## config.mk

```make
export PLATFORM = sky130hd
export DESIGN_NAME = a2d_addr_gen
export DESIGN_NICKNAME = d
export VERILOG_FILES = /design/src/rtl/a2d_pkg.sv /design/src/rtl/a2d_index_calc.sv /design/src/rtl/a2d_walker.sv /design/src/rtl/a2d_addr_gen.sv
export SDC_FILE = /design/constraint.sdc
export NUM_CORES = 2
export LEC_CHECK = 0
export ABC_AREA = 1
export BUFFER_PORTS_ARGS = -buffer_cell sky130_fd_sc_hd__buf_2
export CORE_MARGIN = 2
export CORE_UTILIZATION = 63
export CTS_CLUSTER_DIAMETER = 60
export CTS_CLUSTER_SIZE = 10
export DETAILED_ROUTE_END_ITERATION = 12
export PLACE_DENSITY = 0.79
export RECOVER_POWER = 25
export SLEW_MARGIN = 20
export SYNTH_ARGS = -nofsm -noshare
export SYNTH_HDL_FRONTEND = slang
export SYNTH_SLANG_ARGS = --single-unit
```

## constraint.sdc

```tcl
create_clock -name clk -period 6.4 [get_ports clk]
set_input_delay 0.64 -clock clk [delete_from_list [all_inputs] [get_ports clk]]
set_output_delay 0.64 -clock clk [all_outputs]
set_load 0.01 [all_outputs]
```

## src/rtl/a2d_pkg.sv

```systemverilog
package a2d_pkg;

  typedef enum logic [1:0] {
    ROT_0   = 2'd0,
    ROT_90  = 2'd1,
    ROT_180 = 2'd2,
    ROT_270 = 2'd3
  } rot_e;

  typedef struct packed {
    logic [31:0] x;
    logic [31:0] y;
  } xy_t;

  // Pixel size in bytes; 0 marks an illegal code.
  function automatic logic [2:0] elem_bytes(input logic [1:0] dt);
    case (dt)
      2'd0:    return 3'd1;
      2'd1:    return 3'd2;
      2'd2:    return 3'd4;
      default: return 3'd0;
    endcase
  endfunction

  function automatic logic [31:0] or_one(input logic [31:0] v);
    return (v == 32'd0) ? 32'd1 : v;
  endfunction

  // Coordinate of element i in frame j for a given orientation.
  function automatic xy_t walk_xy(input rot_e rot, input logic mir,
                                  input logic [31:0] w, input logic [31:0] h,
                                  input logic [31:0] i, input logic [31:0] j);
    xy_t p;
    case (rot)
      ROT_0:   begin p.x = mir ? (w - 32'd1 - i) : i;            p.y = j; end
      ROT_90:  begin p.x = mir ? (w - 32'd1 - j) : j;            p.y = h - 32'd1 - i; end
      ROT_180: begin p.x = mir ? i : (w - 32'd1 - i);            p.y = h - 32'd1 - j; end
      default: begin p.x = mir ? j : (w - 32'd1 - j);            p.y = i; end
    endcase
    return p;
  endfunction

  function automatic logic [31:0] pix_off(input xy_t p, input logic [31:0] st,
                                          input logic [31:0] xs, input logic [31:0] ys,
                                          input logic [2:0] es);
    return (p.y * st * ys + p.x * xs) * {29'd0, es};
  endfunction

endpackage

```

## src/rtl/a2d_index_calc.sv

```systemverilog
module a2d_index_calc
  import a2d_pkg::*;
#(
  parameter int ADDR_W = 32,
  parameter int DIM_W  = 11,
  parameter int SCL_W  = 4,
  parameter int EI_W   = 16,
  parameter int FI_W   = 32
) (
  input  logic [ADDR_W-1:0] base_addr,
  input  logic [DIM_W-1:0]  width,
  input  logic [DIM_W-1:0]  height,
  input  logic [DIM_W-1:0]  stride,
  input  logic [SCL_W-1:0]  xscale,
  input  logic [SCL_W-1:0]  yscale,
  input  logic [1:0]        rotation,
  input  logic              mirror,
  input  logic [1:0]        dtype,
  input  logic              legacy_end,
  output logic [ADDR_W-1:0] top_addr,
  output logic [ADDR_W-1:0] end_addr,
  output logic [EI_W-1:0]   elem_idx,
  output logic [FI_W-1:0]   frame_idx,
  output logic [DIM_W-1:0]  elem_cnt,
  output logic [DIM_W-1:0]  frame_cnt,
  output logic [2:0]        elem_size,
  output logic              cfg_ok
);

  rot_e        rot;
  logic [31:0] w32, h32, st32, xs32, ys32, en32, fn32, es32;
  xy_t         p_first, p_second, p_row_end, p_next_row, p_final;
  logic [31:0] o_first, o_second, o_row_end, o_next_row, o_final;

  assign rot       = rot_e'(rotation);
  assign elem_size = elem_bytes(dtype);
  assign es32      = {29'd0, elem_size};
  assign w32       = 32'(width);
  assign h32       = 32'(height);
  assign st32      = (stride == '0) ? w32 : 32'(stride);
  assign xs32      = or_one(32'(xscale));
  assign ys32      = or_one(32'(yscale));

  // Quarter turns swap the roles of the two counts.
  assign elem_cnt  = rotation[0] ? height : width;
  assign frame_cnt = rotation[0] ? width  : height;
  assign en32      = 32'(elem_cnt);
  assign fn32      = 32'(frame_cnt);

  assign cfg_ok = (elem_size != 3'd0) && (width != '0) && (height != '0) &&
                  ((stride == '0) || (stride >= width));

  assign p_first    = walk_xy(rot, mirror, w32, h32, 32'd0, 32'd0);
  assign p_second   = walk_xy(rot, mirror, w32, h32, 32'd1, 32'd0);
  assign p_row_end  = walk_xy(rot, mirror, w32, h32, en32 - 32'd1, 32'd0);
  assign p_next_row = walk_xy(rot, mirror, w32, h32, 32'd0, 32'd1);
  assign p_final    = walk_xy(rot, mirror, w32, h32, en32 - 32'd1, fn32 - 32'd1);

  assign o_first    = pix_off(p_first,    st32, xs32, ys32, elem_size);
  assign o_second   = pix_off(p_second,   st32, xs32, ys32, elem_size);
  assign o_row_end  = pix_off(p_row_end,  st32, xs32, ys32, elem_size);
  assign o_next_row = pix_off(p_next_row, st32, xs32, ys32, elem_size);
  assign o_final    = pix_off(p_final,    st32, xs32, ys32, elem_size);

  // Index = distance - size + 1, so 1 means the next contiguous element.
  assign elem_idx  = EI_W'(o_second - o_first - es32 + 32'd1);
  assign frame_idx = FI_W'(o_next_row - o_row_end - es32 + 32'd1);

  assign top_addr = base_addr + ADDR_W'(o_first);
  assign end_addr = base_addr + ADDR_W'(o_final) +
                    ((legacy_end && dtype == 2'd2) ? ADDR_W'(2) : ADDR_W'(0));

endmodule

```

## src/rtl/a2d_walker.sv

```systemverilog
module a2d_walker #(
  parameter int ADDR_W = 32,
  parameter int DIM_W  = 11,
  parameter int EI_W   = 16,
  parameter int FI_W   = 32
) (
  input  logic              clk,
  input  logic              rst_n,
  input  logic              load,
  input  logic [ADDR_W-1:0] top_addr,
  input  logic [EI_W-1:0]   elem_idx,
  input  logic [FI_W-1:0]   frame_idx,
  input  logic [DIM_W-1:0]  elem_cnt,
  input  logic [DIM_W-1:0]  frame_cnt,
  input  logic [2:0]        elem_size,
  input  logic              ready,
  output logic              valid,
  output logic [ADDR_W-1:0] addr,
  output logic              last_elem,
  output logic              last_frame,
  output logic              done
);

  logic              busy;
  logic [ADDR_W-1:0] addr_q;
  logic [DIM_W-1:0]  ecnt, fcnt, en_q, fn_q;
  logic [EI_W-1:0]   ei_q;
  logic [FI_W-1:0]   fi_q;
  logic [2:0]        es_q;
  logic              done_q;

  // Named events for the assertions.
  logic              fire, row_end, final_frame, finish;
  logic [ADDR_W-1:0] bump, step_elem, step_frame;

  assign fire        = busy & ready;
  assign row_end     = (ecnt == en_q - DIM_W'(1));
  assign final_frame = (fcnt == fn_q - DIM_W'(1));
  assign finish      = fire & row_end & final_frame;

  assign bump       = addr_q + ADDR_W'(es_q) - ADDR_W'(1);
  assign step_elem  = bump + ADDR_W'($signed(ei_q));
  assign step_frame = bump + ADDR_W'($signed(fi_q));

  always_ff @(posedge clk or negedge rst_n) begin
    if (!rst_n) begin
      busy   <= 1'b0;
      addr_q <= '0;
      ecnt   <= '0;
      fcnt   <= '0;
      en_q   <= '0;
      fn_q   <= '0;
      ei_q   <= '0;
      fi_q   <= '0;
      es_q   <= '0;
      done_q <= 1'b0;
    end else begin
      done_q <= 1'b0;
      if (load) begin
        busy   <= 1'b1;
        addr_q <= top_addr;
        ecnt   <= '0;
        fcnt   <= '0;
        en_q   <= elem_cnt;
        fn_q   <= frame_cnt;
        ei_q   <= elem_idx;
        fi_q   <= frame_idx;
        es_q   <= elem_size;
      end else if (fire) begin
        if (row_end) begin
          ecnt <= '0;
          if (final_frame) begin
            busy   <= 1'b0;
            done_q <= 1'b1;
          end else begin
            fcnt   <= fcnt + DIM_W'(1);
            addr_q <= step_frame;
          end
        end else begin
          ecnt   <= ecnt + DIM_W'(1);
          addr_q <= step_elem;
        end
      end
    end
  end

  assign valid      = busy;
  assign addr       = addr_q;
  assign last_elem  = busy & row_end;
  assign last_frame = busy & final_frame;
  assign done       = done_q;

  // a stalled address holds with its flags.
  p_hold_r7: assert property (@(posedge clk) disable iff (!rst_n)
    (valid && !ready) |=> (valid && $stable(addr) && $stable(last_elem) && $stable(last_frame)))
    else $error("p_hold_r7");

  // the final handshake is followed by a done pulse with valid low.
  p_finish_r9: assert property (@(posedge clk) disable iff (!rst_n)
    finish |=> (done && !valid))
    else $error("p_finish_r9");

  p_pulse_r9: assert property (@(posedge clk) disable iff (!rst_n)
    done |=> !done)
    else $error("p_pulse_r9");

  // the element counter stays inside the frame.
  p_cnt_bound_r8: assert property (@(posedge clk) disable iff (!rst_n)
    valid |-> (ecnt < en_q) && (fcnt < fn_q))
    else $error("p_cnt_bound_r8");

endmodule

```

## src/rtl/a2d_addr_gen.sv

```systemverilog
module a2d_addr_gen #(
  parameter int ADDR_W = 32,
  parameter int DIM_W  = 11,
  parameter int SCL_W  = 4,
  parameter int EI_W   = 16,
  parameter int FI_W   = 32
) (
  input  logic              clk,
  input  logic              rst_n,
  input  logic              start,
  input  logic [ADDR_W-1:0] base_addr,
  input  logic [DIM_W-1:0]  width,
  input  logic [DIM_W-1:0]  height,
  input  logic [DIM_W-1:0]  stride,
  input  logic [SCL_W-1:0]  xscale,
  input  logic [SCL_W-1:0]  yscale,
  input  logic [1:0]        rotation,
  input  logic              mirror,
  input  logic [1:0]        dtype,
  input  logic              legacy_end,
  input  logic              addr_ready,
  output logic              addr_valid,
  output logic [ADDR_W-1:0] addr,
  output logic              last_elem,
  output logic              last_frame,
  output logic              done,
  output logic [ADDR_W-1:0] end_addr
);

  logic [ADDR_W-1:0] top_c, end_c, end_q;
  logic [EI_W-1:0]   ei_c;
  logic [FI_W-1:0]   fi_c;
  logic [DIM_W-1:0]  en_c, fn_c;
  logic [2:0]        es_c;
  logic              cfg_ok, load;

  a2d_index_calc #(
    .ADDR_W(ADDR_W), .DIM_W(DIM_W), .SCL_W(SCL_W), .EI_W(EI_W), .FI_W(FI_W)
  ) u_calc (
    .base_addr (base_addr),
    .width     (width),
    .height    (height),
    .stride    (stride),
    .xscale    (xscale),
    .yscale    (yscale),
    .rotation  (rotation),
    .mirror    (mirror),
    .dtype     (dtype),
    .legacy_end(legacy_end),
    .top_addr  (top_c),
    .end_addr  (end_c),
    .elem_idx  (ei_c),
    .frame_idx (fi_c),
    .elem_cnt  (en_c),
    .frame_cnt (fn_c),
    .elem_size (es_c),
    .cfg_ok    (cfg_ok)
  );

  // A start is taken only when idle and the settings are legal.
  assign load = start & cfg_ok & ~addr_valid;

  a2d_walker #(
    .ADDR_W(ADDR_W), .DIM_W(DIM_W), .EI_W(EI_W), .FI_W(FI_W)
  ) u_walk (
    .clk       (clk),
    .rst_n     (rst_n),
    .load      (load),
    .top_addr  (top_c),
    .elem_idx  (ei_c),
    .frame_idx (fi_c),
    .elem_cnt  (en_c),
    .frame_cnt (fn_c),
    .elem_size (es_c),
    .ready     (addr_ready),
    .valid     (addr_valid),
    .addr      (addr),
    .last_elem (last_elem),
    .last_frame(last_frame),
    .done      (done)
  );

  always_ff @(posedge clk or negedge rst_n) begin
    if (!rst_n)    end_q <= '0;
    else if (load) end_q <= end_c;
  end

  assign end_addr = end_q;

  // an illegal configuration never starts a walk.
  p_bad_cfg_r3: assert property (@(posedge clk) disable iff (!rst_n)
    (start && !cfg_ok && !addr_valid) |=> !addr_valid)
    else $error("p_bad_cfg_r3");

  // the end address is frozen for the whole walk.
  p_end_stable_r11: assert property (@(posedge clk) disable iff (!rst_n)
    (addr_valid && $past(addr_valid)) |-> $stable(end_addr))
    else $error("p_end_stable_r11");

endmodule

```

==> metrics.md, run 1 <==
| Metric | Value |
|---|---|
| Port bufs | `150` |
| Number of core rows | `142` |
| Tot GR Track Use | `69.1%` |
| Mapped Avg Cell Area | `roughly 7.4 um2` |
| YS warnings | `0` |
| Stop Error | `[ERROR GRT-0232] Routing congestion too high. Check the congestion heatmap in the GUI.` |
| Congestion Overflow GR | `109` |
| RePlAce Congestion | `~1.1` |
| Syn nets | `15400` |
| Chip Height | `slightly below 400 um` |
| Longest Clk Path Bufs | `2` |
| IO Count | `151` |
| Ranking of synthesized cells by area | `fa_1, nand2_1, inv_1` |
| Post-synthesis sequential area ratio | `4.25%` |
| Synth Cell Area | `94800 um2` |
| Ys async rst share | `100%` |
| CTS Hold Bufs | `0` |
| Clk sink count | `161` |
| Largest net degree at the start of global routing | `189` |
| Dpl ws | `-9.06 ns` |
| Post-Synthesis Cells | `between 10000 and 15000` |
| Top cell type's share of synthesized area | `39.6%` |
| H-Tree Depth | `4` |
| Yosys cell types | `74` |
| Chip Width | `392 um` |
| Initial Utilization | `63.4%` |
| #FFs+latches synth | `161` |
| Area leader, netlist | `fa_1` |
| Outcome | `stopped before the end` |
| CTS Buf Count | `17` |
| Number of synthesized flops with an enable pin | `0` |
| CTS Root Buffer Type | `clkbuf_16` |
| WEP type | `register input` |
| Final HPWL DP | `304000 um` |
| Endpoint with the least setup slack after the last repair | `u_walk.fi_q[31]$_DFFE_PN0P_/D` |
| Inst Count DP | `17000` |
| Top FF cell, synth | `dfrtp_1` |
| Exit stage | `5_1_grt` |
==> kinds of logic after synthesis <==
logic type               count (synthesis)  synth area share [%]
AO/OA/AOI/OAI                         1478                  8.70
AND/OR/NAND/NOR                       4740                  20.1
flip-flops                             161                  4.25
buffers and inverters                 3228                  12.9
XOR/XNOR                               534                  4.94
adder cells (fa/ha/maj)               2599                  49.1
==> layer usage <==
metal / GRT usage, % / overflow
met5: 36.2 / 0
met4: 65.1 / 47
met3: 49.3 / 2
met2: 87.7 / 52
met1: 70.4 / 8
==> cells in the mapped netlist, types with 19 or more instances <==
cell type / number
nand2_1: 2789
inv_1: 2766
fa_1: 1875
nor2_1: 1337
ha_1: 724
a21oi_1: 617
o21ai_0: 489
clkbuf_1: 326
xor2_1: 310
nand3_1: 302
xnor2_1: 223
dfrtp_1: 161
nor3_1: 72
a31oi_1: 60
nand4_1: 51
buf_1: 48
or2_2: 44
o21bai_1: 42
inv_2: 41
o21ai_1: 41
nand2_2: 38
o211ai_1: 37
nor4_1: 25
o221ai_1: 21
a21o_1: 19
nand3b_1: 19
==> what timing repair did <==
action                                  in CTS
setup buffers                              170
cloned                                       2
endpoints found under the hold margin        0
pin swaps                                  431
resized for setup                          793
endpoints found under the setup margin     105
==> per-stage QoR <==
stage                     hold slack [ns]  instance area (um2)
after detailed placement            0.468               117000
after global placement              0.460               117000
after floorplan                     0.344                96300
after CTS                          0.0658               123000
==> run 2, diff against run 1 <==
--- a/config.mk
+++ b/config.mk
@@ -8,11 +8,9 @@
 export ABC_AREA = 1
 export BUFFER_PORTS_ARGS = -buffer_cell sky130_fd_sc_hd__buf_2
 export CORE_MARGIN = 2
-export CORE_UTILIZATION = 63
-export CTS_CLUSTER_DIAMETER = 60
-export CTS_CLUSTER_SIZE = 10
+export CORE_UTILIZATION = 40
 export DETAILED_ROUTE_END_ITERATION = 12
-export PLACE_DENSITY = 0.79
+export PLACE_DENSITY_LB_ADDON = 0.15
 export RECOVER_POWER = 25
 export SLEW_MARGIN = 20
 export SYNTH_ARGS = -nofsm -noshare
==> metrics.md, run 2 <==
| Metric | Value |
|---|---|
| Outcome | `finished, violations left (was stopped before the end)` |
| Failing checks | `capacitance limit, slew limit, setup timing` |
| Vias in the first global route | `about 96000` |
| Setup TNS | `-579.71 ns` |
| Most frequent cells in the layout | `buf_4, nand2_1, inv_1` |
| Max-slew headroom | `-150%` |
| Period utilization | `223%` |
| Commonest cells in the netlist | `nand2_1, inv_1, fa_1 (unchanged)` |
| Drt first pass iters | `8` |
| Area leader, netlist | `fa_1 (unchanged)` |
| Period minus WS final | `14.28 ns` |
| Worst Slack Setup Final | `-7.88 ns` |
| Initial Utilization | `40.3% (was 63.4%)` |
| Nature of the critical path startpoint | `input port` |
| Slew @ Worst Pin | `3.75 ns` |
| Final setup viols | `around 100` |
| Critical Path RT | `6.83 ns` |
| Fillers | `about 23000` |
| First-pass GRT wire length | `approximately 550000 um` |
| Final Max Slew Viols | `164` |
| Syn nets | `15400 (unchanged)` |
| CTS Buf Count | `17 (unchanged)` |
| CP max stage cell | `fa_1` |
| YS warnings | `0 (unchanged)` |
| Clock Pin Slew Worst Setup and Hold Paths | `0.09 ns` |
| Clock latency on the worst-skew pair | `0.56 ns` |
| Number of synthesized flops with an enable pin | `0 (unchanged)` |
| Post-layout net count | `between 15000 and 20000` |
| Clock Skew | `between 0.04 and 0.05 ns` |
| Crit path DAT | `14.71 ns` |
| Core ar. | `235000 um2` |
| IO Count | `151 (unchanged)` |
| #FFs+latches synth | `161 (unchanged)` |
| Tot GR Track Use | `29.7%` |
| RePlAce Congestion | `0.972 (was 1.09)` |
| R2R Path Start | `u_walk.en_q[0]` |
| Reg2Reg Setup Slack | `0.35 ns` |
| Worst setup path category | `in2reg` |
| Residual DRC | `0` |
| Worst Hold Class | `reg2reg` |
| Most frequent cell after synthesis | `nand2_1 (unchanged)` |
| Routed Antenna Nets | `0` |
| Synth Cell Area | `94800 um2 (unchanged)` |
| Crit Path Max Fanout | `3` |
| Mapped Avg Cell Area | `7.44 um2 (unchanged)` |
| H-Tree Depth | `4 (unchanged)` |
| Post-synthesis sequential area ratio | `4.25% (unchanged)` |
| Avg WL per Cell | `19.4 um` |
| CTS tree | `yes` |
| Highest Clock Rate | `70.0 MHz` |
| Chip Height | `491 um (was 392 um)` |
| CP Capture Type | `flip-flop` |
| Layout cells sized above 1 | `26.2%` |
| Final Hold Viols | `0` |
| Clk sink count | `161 (unchanged)` |
| R2r worst-path depth | `36` |
| Max Cap Viol | `2` |
| CP dominant cell by count | `fa_1` |
| Ys async rst share | `100% (unchanged)` |
| Slowest stage delay, CP | `0.53 ns` |
| Post-Synthesis Cells | `12700 (unchanged)` |
| Iter 0 DRT Violations | `between 5000 and 6000` |
| Crit path capture | `u_walk.fi_q[31]` |
| Congestion Overflow GR | `0` |
| Finished Cell Area | `126000 um2` |
| Port bufs | `150 (unchanged)` |
| Commonest non-fill, non-tap cell in the layout | `buf_4` |
| Worst setup startpoint | `height[0]` |
| Area growth syn-to-layout | `33.1%` |
| Yosys cell types | `74 (unchanged)` |
| Placed cell area | `120000 um2 (was 117000 um2)` |
| Longest Clk Path Bufs | `2 (unchanged)` |
| Final HPWL DP | `313000 um (was 304000 um)` |
| Ranking of synthesized cells by area | `fa_1, nand2_1, inv_1 (unchanged)` |
| Post-Route WL | `approximately 360000 um` |
| Chip Width | `491 um (was 392 um)` |
| RSZ-0062 raised after global routing | `true` |
| Die area | `241000 um2` |
| Top FF cell, synth | `dfrtp_1 (unchanged)` |
| Largest net degree at the start of global routing | `156` |
| DR vias/cell | `4.94` |
| Top cell type's share of synthesized area | `39.6% (unchanged)` |
| Number of core rows | `178 (was 142)` |
| R2R Path End | `u_walk.addr[28]` |
| CTS Root Buffer Type | `clkbuf_16 (unchanged)` |
| Initial antenna violation count | `13` |
| Vias | `about 90000` |
[run 2: what timing repair did]
item / CTS / global route
setup endpoints to repair: 104 / 105
setup buffers: 105 / 49
cloned: 0 / 1
hold buffers: 0 / 0
pin swaps: 262 / 213
resized for setup: 500 / 422
[run 2: area by class of cell]
| class | count | area, um2 | area share, % |
|---|---|---|---|
| antenna | 6 | 15.0 | 0.0119 |
| clock buffer | 17 | 425 | 0.337 |
| clock inverter | 15 | 189 | 0.150 |
| inverter | 2822 | 10600 | 8.43 |
| multi-input combinational | 9351 | 84000 | 66.5 |
| sequential | 161 | 4030 | 3.19 |
| tap | 3150 | 3940 | 3.12 |
| timing repair buffer | 2988 | 23000 | 18.2 |
[run 2: per-stage QoR]
step | instances | worst slack [ns] | util (%) | hold WS (ns)
3_5_place_dp | 18300 | -9.55 | 51.1 | 0.470
3_3_place_gp | 18300 | -9.54 | 51.1 | 0.461
6_report | 18500 | -7.88 | 53.6 | 0.482
4_1_cts | 18500 | -7.86 | 52.6 | 0.0212
5_1_grt | 18500 | -8.58 | 53.6 | 0.504
2_1_floorplan | 12700 | -7.77 | - | 0.344
[run 2: worst min path at each step]
stage / startpoint / to / slack, ns / cells past startpoint
6_report: end_addr[3] / end_addr[3] / 0.48 / 2
5_1_grt: end_addr[6] / end_addr[6] / 0.50 / 2
4_1_cts: rst_n / end_addr[26] / 0.02 / 1
3_5_place_dp: end_addr[4] / end_addr[4] / 0.47 / 2
3_3_place_gp: end_addr[5] / end_addr[5] / 0.46 / 2
2_1_floorplan: rst_n / end_addr[0] / 0.34 / 0
[run 2: worst max-delay path, delay by kind of cell]
family,cells,cell delay (ns)
adder cells (fa/ha/maj),19,8.06
AND/OR/NAND/NOR,28,2.46
AO/OA/AOI/OAI,11,1.61
buffers and inverters,22,1.47
XOR/XNOR,2,0.44
[run 2: cell families (layout without fill, tap and decap cells)]
| family | count (synthesis) | count (layout) | synth area share (%) |
|---|---|---|---|
| AOI/OAI and AO/OA | 1478 | 1478 | 8.70 |
| and+or+nand+nor | 4740 | 4740 | 20.1 |
| buffers and inverters | 3228 | 5842 | 12.9 |
| xor gates and xnor gates | 534 | 534 | 4.94 |
| DFF | 161 | 161 | 4.25 |
| adders and majority gates | 2599 | 2599 | 49.1 |
| other | 0 | 6 | 0 |
[run 2: routing by layer]
metal  vias up  track usage [%]  wire [um]
met4         4             10.4      14800
met2      2222             48.9     165000
met3       385             3.36      18400
li1      43500                -          -
met1     45300             40.4     161000
met5         -                0         28
Power of run 2 is left out: the tool's default activity adds up to more than one toggle a clock period on the data nets, which glitch-free logic cannot reach.
